$ cat src/rtl/pa_pkg.sv
package pa_pkg;

    typedef enum logic [3:0] {
        ST_IDLE,
        ST_LEAVE_CHK,
        ST_LEAVE_STEP,
        ST_EXTRA_STEP,
        ST_SEEK_CHK,
        ST_SEEK_STEP,
        ST_OPEN_STEP,
        ST_WIN_CHK,
        ST_WIN_STEP,
        ST_BACK_STEP,
        ST_BACK_GAP,
        ST_FINISH
    } pa_state_e;

    localparam logic DIR_FWD = 1'b1;
    localparam logic DIR_BWD = 1'b0;

endpackage

$ cat src/rtl/pa_match_filter.sv
module pa_match_filter #(
    parameter int          PAT_W  = 7,
    parameter logic [PAT_W-1:0] PAT = 7'b1100011,
    parameter int          LEN    = 128
) (
    input  logic             clk,
    input  logic             rst_n,
    input  logic             run,
    input  logic [PAT_W-1:0] sample,
    output logic             good,
    output logic             bad
);
    localparam int CNT_W = $clog2(LEN + 1);
    localparam logic [CNT_W-1:0] LAST = CNT_W'(LEN - 1);

    logic [CNT_W-1:0] hits_q;
    logic             hit;

    assign hit  = (sample == PAT);
    assign good = run && hit && (hits_q == LAST);
    assign bad  = run && !hit;

    // Consecutive-match counter; cleared whenever the check is not running
    always_ff @(posedge clk) begin
        if (!rst_n || !run || !hit) begin
            hits_q <= '0;
        end else if (hits_q != LAST) begin
            hits_q <= hits_q + 1'b1;
        end
    end

endmodule

$ cat src/rtl/pa_shift_port.sv
module pa_shift_port (
    input  logic clk,
    input  logic rst_n,
    input  logic issue,
    input  logic issue_dir,
    input  logic shift_done,
    output logic shift_req,
    output logic shift_dir,
    output logic complete
);
    logic req_q;
    logic dir_q;

    assign shift_req = req_q;
    assign shift_dir = dir_q;
    assign complete  = req_q && shift_done;

    always_ff @(posedge clk) begin
        if (!rst_n) begin
            req_q <= 1'b0;
            dir_q <= 1'b0;
        end else if (issue) begin
            req_q <= 1'b1;
            dir_q <= issue_dir;
        end else if (complete) begin
            req_q <= 1'b0;
        end
    end

endmodule

$ cat src/rtl/pa_sat_counter.sv
module pa_sat_counter #(
    parameter int W = 11
) (
    input  logic         clk,
    input  logic         rst_n,
    input  logic         clr,
    input  logic         load_one,
    input  logic         inc,
    output logic [W-1:0] value
);
    localparam logic [W-1:0] TOP = {W{1'b1}};

    logic [W-1:0] cnt_q;

    assign value = cnt_q;

    always_ff @(posedge clk) begin
        if (!rst_n || clr) begin
            cnt_q <= '0;
        end else if (load_one) begin
            cnt_q <= W'(1);
        end else if (inc && cnt_q != TOP) begin
            cnt_q <= cnt_q + 1'b1;
        end
    end

endmodule

$ cat src/rtl/phase_align_ctrl.sv
module phase_align_ctrl #(
    parameter int FILTER_LEN = 128,
    parameter int SEEK_LIMIT = 1024,
    parameter int WIDTH_W    = 11
) (
    input  logic               clk,
    input  logic               rst_n,
    input  logic               start,
    input  logic [6:0]         clk_sample,
    input  logic               shift_done,
    output logic               shift_req,
    output logic               shift_dir,
    output logic               busy,
    output logic               done,
    output logic               success,
    output logic [WIDTH_W-1:0] win_width
);
    import pa_pkg::*;

    localparam int SEEK_W = $clog2(SEEK_LIMIT + 1);
    localparam logic [SEEK_W-1:0] SEEK_MAX = SEEK_W'(SEEK_LIMIT);
    localparam logic [6:0] CLK_SHAPE = 7'b1100011;

    pa_state_e state_q, state_d;

    logic               chk_run;
    logic               chk_good;
    logic               chk_bad;
    logic               issue;
    logic               issue_dir;
    logic               step_ok;
    logic               w_clr;
    logic               w_one;
    logic               w_inc;
    logic               ok_d;
    logic               ok_q;
    logic [SEEK_W-1:0]  seek_q;
    logic [WIDTH_W-1:0] back_q;
    logic [WIDTH_W-1:0] half_w;

    pa_match_filter #(
        .PAT_W (7),
        .PAT   (CLK_SHAPE),
        .LEN   (FILTER_LEN)
    ) u_filter (
        .clk    (clk),
        .rst_n  (rst_n),
        .run    (chk_run),
        .sample (clk_sample),
        .good   (chk_good),
        .bad    (chk_bad)
    );

    pa_shift_port u_port (
        .clk        (clk),
        .rst_n      (rst_n),
        .issue      (issue),
        .issue_dir  (issue_dir),
        .shift_done (shift_done),
        .shift_req  (shift_req),
        .shift_dir  (shift_dir),
        .complete   (step_ok)
    );

    pa_sat_counter #(
        .W (WIDTH_W)
    ) u_width (
        .clk      (clk),
        .rst_n    (rst_n),
        .clr      (w_clr),
        .load_one (w_one),
        .inc      (w_inc),
        .value    (win_width)
    );

    assign half_w  = win_width >> 1;
    assign chk_run = (state_q == ST_LEAVE_CHK) || (state_q == ST_SEEK_CHK) ||
                     (state_q == ST_WIN_CHK);

    // Next-state and step-issue decisions
    always_comb begin
        state_d   = state_q;
        issue     = 1'b0;
        issue_dir = DIR_FWD;
        w_clr     = 1'b0;
        w_one     = 1'b0;
        w_inc     = 1'b0;
        ok_d      = ok_q;
        unique case (state_q)
            ST_IDLE: begin
                if (start) begin
                    state_d = ST_LEAVE_CHK;
                    w_clr   = 1'b1;
                end
            end
            ST_LEAVE_CHK: begin
                if (chk_good) begin
                    state_d = ST_LEAVE_STEP;
                    issue   = 1'b1;
                end else if (chk_bad) begin
                    state_d = ST_EXTRA_STEP;
                    issue   = 1'b1;
                end
            end
            ST_LEAVE_STEP: begin
                if (step_ok) state_d = ST_LEAVE_CHK;
            end
            ST_EXTRA_STEP: begin
                if (step_ok) state_d = ST_SEEK_CHK;
            end
            ST_SEEK_CHK: begin
                if (chk_good) begin
                    state_d = ST_OPEN_STEP;
                    issue   = 1'b1;
                    w_one   = 1'b1;
                end else if (chk_bad) begin
                    state_d = ST_SEEK_STEP;
                    issue   = 1'b1;
                end
            end
            ST_SEEK_STEP: begin
                if (step_ok) begin
                    if (seek_q == SEEK_MAX) begin
                        state_d = ST_FINISH;
                        ok_d    = 1'b0;
                        w_clr   = 1'b1;
                    end else begin
                        state_d = ST_SEEK_CHK;
                    end
                end
            end
            ST_OPEN_STEP: begin
                if (step_ok) state_d = ST_WIN_CHK;
            end
            ST_WIN_CHK: begin
                if (chk_good) begin
                    state_d = ST_WIN_STEP;
                    issue   = 1'b1;
                    w_inc   = 1'b1;
                end else if (chk_bad) begin
                    if (half_w == '0) begin
                        state_d = ST_FINISH;
                        ok_d    = 1'b1;
                    end else begin
                        state_d   = ST_BACK_STEP;
                        issue     = 1'b1;
                        issue_dir = DIR_BWD;
                    end
                end
            end
            ST_WIN_STEP: begin
                if (step_ok) state_d = ST_WIN_CHK;
            end
            ST_BACK_STEP: begin
                if (step_ok) begin
                    if (back_q == WIDTH_W'(1)) begin
                        state_d = ST_FINISH;
                        ok_d    = 1'b1;
                    end else begin
                        state_d = ST_BACK_GAP;
                    end
                end
            end
            ST_BACK_GAP: begin
                state_d   = ST_BACK_STEP;
                issue     = 1'b1;
                issue_dir = DIR_BWD;
            end
            ST_FINISH: begin
                state_d = ST_IDLE;
            end
            default: begin
                state_d = ST_IDLE;
            end
        endcase
    end

    // State register and step counters
    always_ff @(posedge clk) begin
        if (!rst_n) begin
            state_q <= ST_IDLE;
            ok_q    <= 1'b0;
            seek_q  <= '0;
            back_q  <= '0;
        end else begin
            state_q <= state_d;
            ok_q    <= ok_d;
            if (state_q == ST_EXTRA_STEP) begin
                seek_q <= '0;
            end else if (state_q == ST_SEEK_STEP && step_ok && seek_q != SEEK_MAX) begin
                seek_q <= seek_q + 1'b1;
            end
            if (state_q == ST_WIN_CHK && chk_bad) begin
                back_q <= half_w;
            end else if (state_q == ST_BACK_STEP && step_ok) begin
                back_q <= back_q - 1'b1;
            end
        end
    end

    // Outputs decoded from the state register
    always_comb begin
        busy    = (state_q != ST_IDLE);
        done    = (state_q == ST_FINISH);
        success = (state_q == ST_FINISH) && ok_q;
    end

endmodule

$ cat config.mk
export PLATFORM = sky130hd
export DESIGN_NAME = phase_align_ctrl
export DESIGN_NICKNAME = d
export VERILOG_FILES = /design/src/rtl/pa_pkg.sv /design/src/rtl/pa_match_filter.sv /design/src/rtl/pa_shift_port.sv /design/src/rtl/pa_sat_counter.sv /design/src/rtl/phase_align_ctrl.sv
export SDC_FILE = /design/constraint.sdc
export NUM_CORES = 1
export LEC_CHECK = 0
export BUFFER_PORTS_ARGS = -buffer_cell sky130_fd_sc_hd__buf_4
export CORE_MARGIN = 5
export CORE_UTILIZATION = 39
export CTS_BUF_LIST = sky130_fd_sc_hd__clkbuf_4
export CTS_CLUSTER_DIAMETER = 80
export DETAILED_ROUTE_END_ITERATION = 10
export PLACE_DENSITY_LB_ADDON = 0.05
export SYNTH_ARGS = -nofsm -noshare
export SYNTH_HDL_FRONTEND = slang
export SYNTH_SLANG_ARGS = --single-unit
$ cat constraint.sdc
create_clock -name clk -period 1.88 [get_ports clk]
set_clock_uncertainty 0.1 [all_clocks]
set_input_delay 0.188 -clock clk [delete_from_list [all_inputs] [get_ports clk]]
set_output_delay 0.188 -clock clk [all_outputs]
set_load 0.1 [all_outputs]
Yosys cells after proc, flatten, opt, wreduce, memory -nomap -nowiden. Index checks and enable logic that the tools add are counted.

Add/sub/neg operators: 4. Shift operators: 0. Reduce and logical (&&, ||, !) cells: 32. Bitwise logic cells: 1. Div/mod/pow operators: 0. Eq/ne operators: 32. $lt $le $gt $ge: 0. $mul: 0. Multiplexer cells: 47.

Operator list (count): $mux 4 (13); $pmux 4 s10 (1); $mux 1 (26); $add 11x1->11 const B (2); $ne 11x11->1 const B (2); $mux 10 (2); $ne 2x2->1 const B (9); $eq 4x3->1 const B (4); $eq 4x4->1 const B (4); $eq 11x1->1 const B (1); $eq 11x11->1 const B (1); $logic_not 11->1 (1); $sub 11x1->11 const B (1); $logic_and 1x1->1 (10); $reduce_or 2->1 (5); $ne 3x3->1 const B (3); $reduce_and 9->1 (1); $add 8x1->8 const B (1); $eq 4x2->1 const B (2); $eq 8x7->1 const B (1); $ne 8x7->1 const B (1); $reduce_and 8->1 (1); $eq 7x7->1 const B (1); $pmux 1 s3 (2); 11 further kinds (21).

Latch bits: 0. Output and inout bits: 16. Bits in writable memories: 0. Bits in registers: 48. Memories kept: 0. ROM bits: 0. Input port bits: 11. Logic and storage cells: 126.

Depth between registers and ports, before layout.
Depth in word-level cells: 10. Gate-level depth with buffers: 8.

Cells and area by module. A second synthesis with hierarchy kept.

Cell total of the unflattened synthesis: 352. Area total of the unflattened synthesis: 2862.7 µm².

Modules (own cells, without submodules): phase_align_ctrl (area each 1789.2 µm², sequential area each 540.5 µm², cells each 234, instances 1); pa_sat_counter (area each 560.5 µm², sequential area each 220.2 µm², cells each 61, instances 1); pa_match_filter (area each 436.7 µm², sequential area each 160.2 µm², cells each 50, instances 1); pa_shift_port (area each 76.3 µm², sequential area each 40.0 µm², cells each 7, instances 1).

Least setup slack after synthesis. Ideal clock, no wire load.

Path kind: reg-to-output. Start: register state_q[1]. End: output success. Data arrival time: 3.054 ns. Buffers on the path: 1. Cell stages (with the launch flop): 5. Path slack: -1.462 ns. Cells stage by stage: dfxtp_1 clkbuf_1 nor2b_1 nand2_1 nor3_1.

Word-level cells in the longest chain between the ends: 2.

RTL lines: start, declared (RTL line phase_align_ctrl.sv:24) `pa_state_e state_q, state_d;`; start signal, assigned (RTL line phase_align_ctrl.sv:186) `state_q <= state_d;`; $eq 4x4->1 (RTL line phase_align_ctrl.sv:205) `success = (state_q == ST_FINISH) && ok_q;`; $logic_and 1x1->1 (RTL line phase_align_ctrl.sv:205); end, declared (RTL line phase_align_ctrl.sv:15) `output logic success,`.

No other way between the ends.

Worst setup path in the final report.
Start: register seek_q[4]. End: register u_width.cnt_q[9] (netlist: u_width.value[9]).

Word-level cells in the longest chain between the ends: 6.

RTL lines: start, declared (RTL line phase_align_ctrl.sv:37) `logic [SEEK_W-1:0] seek_q;`; start signal, assigned (RTL line phase_align_ctrl.sv:191) `seek_q <= seek_q + 1'b1;`; $eq 11x11->1 (RTL line phase_align_ctrl.sv:123) `if (seek_q == SEEK_MAX) begin`; $mux 1 (RTL line phase_align_ctrl.sv:123); $mux 1 (RTL line phase_align_ctrl.sv:122) `if (step_ok) begin`; $pmux 1 s2 (RTL line phase_align_ctrl.sv:89) `unique case (state_q)`; $logic_or 1x1->1 (RTL line pa_sat_counter.sv:18) `if (!rst_n || clr) begin`; $reduce_or 2->1 (no source line); end signal, assigned (RTL line pa_sat_counter.sv:23) `cnt_q <= cnt_q + 1'b1;`; end, declared (RTL line pa_sat_counter.sv:13) `logic [W-1:0] cnt_q;`.

No other way between the ends. A chain may end at the register's enable or synchronous reset.

==> results by group <==
STA
  – Sum Neg Setup Slack: -2041 ps
  – Final setup fails: 16
  – Worst-Margin Slew: 356.0 ps
  – Final period utilization: 109.7%
  – Unrepaired setup endpoints after global routing: true
  – Max Freq: 0.4847 GHz
  – Final Hold Violating Endpoints: 0
  – Final min period: 2063 ps
  – Slew margin rel.: 75.94%
  – Worst Setup Slack, final: -183.0 ps
  – Slew Limit Fails: 0

Floorplanning
  – Initial Util: 40.13%
  – Die Wd: 93.84 µm
  – Die ar.: 8806 µm²
  – Core area: 6832 µm²
  – Die H: ~94 µm
  – Row count: 30
  – I/O Pins: 27

Logic synthesis
  – Seq/Total Area, Yosys: 35.05%
  – Synth Area in Adders: 2.738%
  – Compound-Gate Fraction of Synth Area: ~20%
  – Dominant combinational cell family by area after synthesis: simple AND/OR/NAND/NOR gates
  – Synthesized area: 2741 µm²
  – Count leader, synth: dfxtp_1
  – Mapped Cells: 337
  – Largest cells by area after synthesis: dfxtp_1 (35%), nor2_1 (5.3%), a21oi_1 (5.1%)
  – Share of the synthesized area in the top cell type: around a third
  – Number of synthesized register bits: 48
  – Cell taking the most area after synthesis: dfxtp_1
  – Post-Syn Nets: 354
  – Post-synthesis xor/xnor area fraction: 6.390%
  – Simple-gate portion of the synthesized area: between 30% and 40%
  – YS warnings: 0
  – Post-synth top cells: dfxtp_1 (48), nor2_1 (39), a21oi_1 (28)
  – Top_reg_cell synth: dfxtp_1
  – EDFF count, synth: 0
  – Mean post-synth cell area: 8.135 µm²
  – Multiplexer share of the synthesized area: less than 1%
  – Post-synth cell types: 64
  – Post-synth ARST share: 0%

Setup path
  – CP startpoint kind: flip-flop
  – FF-to-FF Start: seek_q[4]$_SDFFE_PP0P_
  – CP required: 2040 ps
  – Reg-to-Reg End: u_width.value[9]$_SDFFE_PP0P_
  – CP Capture Type: flip-flop
  – Kind of critical path: reg -> reg
  – FF-to-FF path depth: 6
  – Crit path DAT: 2220 ps
  – Critical path fanouts, max: 8
  – R2R setup slack: -180 ps
  – Crit path launch: seek_q[4]$_SDFFE_PP0P_

Worst hold path
  – Class of the worst hold path: in -> reg
  – Worst Hold End: u_port.shift_req$_SDFFE_PN0P_
  – Hold Crit Start: rst_n
  – WHS Path Cells: 2

Status
  – Status: finished, violations left
  – Violated checks: negative setup slack

Global route
  – Total congestion overflow: 0
  – Tot GR Track Use: a little under a fifth
  – Pin count of the biggest net entering global routing: 15
  – Initial antenna violation count: 0
  – Vias in the first global route: 2,833
  – Global-route wire length before repair: between 10,000 and 15,000 µm

Finish
  – Synth-to-layout area growth: 48.29%
  – Area taken by multi-input logic gates: 1913 µm²
  – Reg area: 1011 µm²
  – Fillers: roughly 640
  – Post-layout nets: ~460
  – Fraction of layout cells with a size suffix above 1: 43.18%
  – N_diodes: 0

Clock network
  – Clk_lat worst skew: 370 ps
  – CTS root buf: clkbuf_4
  – Total clock buffers created by CTS: 5
  – TritonCTS clock tree: done
  – Clk sink count: 48
  – H-tree Lvls: 2
  – Clk pin slew, worst setup/hold paths: 150 ps
  – Clock buffer depth: 2

Power
  – Power density over cell area: between 800 and 900 nW/µm²
  – P_leak: 1.601 nW
  – VDD IR-drop max: between 0.4 and 0.5 mV

Detailed routing
  – Total iterations of the first detailed-routing run: 5
  – Drt total wl: between 8000 and 9000 µm
  – DRT iter0 DRCs: a little over 80
  – Via count: around 2,900
  – Routed Antenna Nets: 0
  – DR WL/cell: 15.07 µm
  – Vias per cell: around 5.3
  – Drt drc: 0

Job
  – Max-Cap Viols: 0

Place
  – DP HPWL: 5963 µm
  – Placer Congestion: 0.9047
  – Buffers added on ports: 26
  – Post-Place Setup Slack: -191.7 ps
==> report_power, final <==
part / internal (mW) / leakage [nW] / switching [mW] / total [mW]
registers: 1.08 / 0.401 / 0.0627 / 1.14
clock network: 0.158 / 0.0293 / 0.350 / 0.508
logic: 0.720 / 1.17 / 0.982 / 1.70
total: 1.96 / 1.60 / 1.40 / 3.35
==> sequential cells by signal, summed over array words and instances (netlist names) <==
signal,flops
u_width.value,11
u_port.shift_dir,1
ok_q,1
back_q,11
u_port.shift_req,1
u_filter.hits_q,8
seek_q,11
state_q,4
==> worst max-delay path: stages, from the launching register on <==
cell and delay [ps]:
dfxtp_2 340, or4b_4 530, or3_4 410, o31ai_4 190, a21o_1 190, buf_12 150
a21oi_2 30
==> metrics by stage <==
step	instances	total power, mW	cell area, µm²	hold slack, ps	utilization, %
CTS	538	3.167	3909	15.42	57.22
global route	543	3.501	4065	17.28	59.51
detailed placement	525	2.615	3712	396.6	54.34
finish	543	3.352	4065	20.51	59.51
floorplan	337	2.066	2861	209.7	-
global placement	525	2.627	3712	391.7	54.34
==> timing repair <==
item	4_1_cts	5_1_grt
endpoints found under the hold margin	0	0
setup endpoints to repair	29	39
resized for setup	30	28
pin swaps	8	7
hold buffers	0	0
gates cloned	1	0
buffers inserted	5	5
==> placed cells by master, fill, tap and decap left out, types with 4 or more instances in the layout <==
master / Yosys / routed
nor2_1: 39 / 37
nor2b_1: 5 / 4
ha_1: 6 / 5
buf_4: 0 / 105
o31ai_1: 6 / 6
a21oi_2: 0 / 9
nand2b_1: 4 / 4
dfxtp_4: 0 / 9
nand2_1: 25 / 22
nor3_2: 0 / 5
xor2_1: 9 / 8
clkbuf_4: 0 / 6
inv_1: 13 / 12
or4_1: 8 / 6
dfxtp_1: 48 / 26
nand4_1: 6 / 6
o21ai_0: 12 / 11
a21oi_1: 28 / 19
nand3_1: 15 / 14
xnor2_1: 11 / 11
and3_1: 6 / 5
dfxtp_2: 0 / 13
nor3_1: 12 / 6
==> cell families after synthesis <==
family / Yosys count
buf+inv: 26
xor+xnor: 20
mux: 2
compound gates: 81
simple gates: 154
flops: 48
fa+ha+maj: 6
==> layout make-up <==
class / instances / share of cell area [%]
timing repair buffer: 113 / 22.44
clock buffer: 6 / 1.108
sequential: 48 / 24.87
multi-input combinational: 264 / 47.06
tap: 96 / 2.955
inverter: 14 / 1.293
clock inverter: 2 / 0.2770
==> how the worst max path moves through the flow <==
stage               slack (ps)                             to
finish                    -180  u_width.value[9]$_SDFFE_PP0P_
global route              -240  u_width.value[8]$_SDFFE_PP0P_
CTS                       -190  u_width.value[9]$_SDFFE_PP0P_
detailed placement        -190  u_width.value[7]$_SDFFE_PP0P_
global placement          -160  u_width.value[7]$_SDFFE_PP0P_
floorplan                 -260                        success
==> routing by layer <==
layer | global-route usage [%] | vias up | part of all wire [%]
met3 | 2.965 | 6 | 3.8
met1 | 25.07 | 1382 | 48
met5 | 0 | - | 0
met2 | 31.22 | 52 | 47
li1 | - | 1464 | -
met4 | 5.897 | 0 | 0.89
Power figures use the tool's default switching activity.
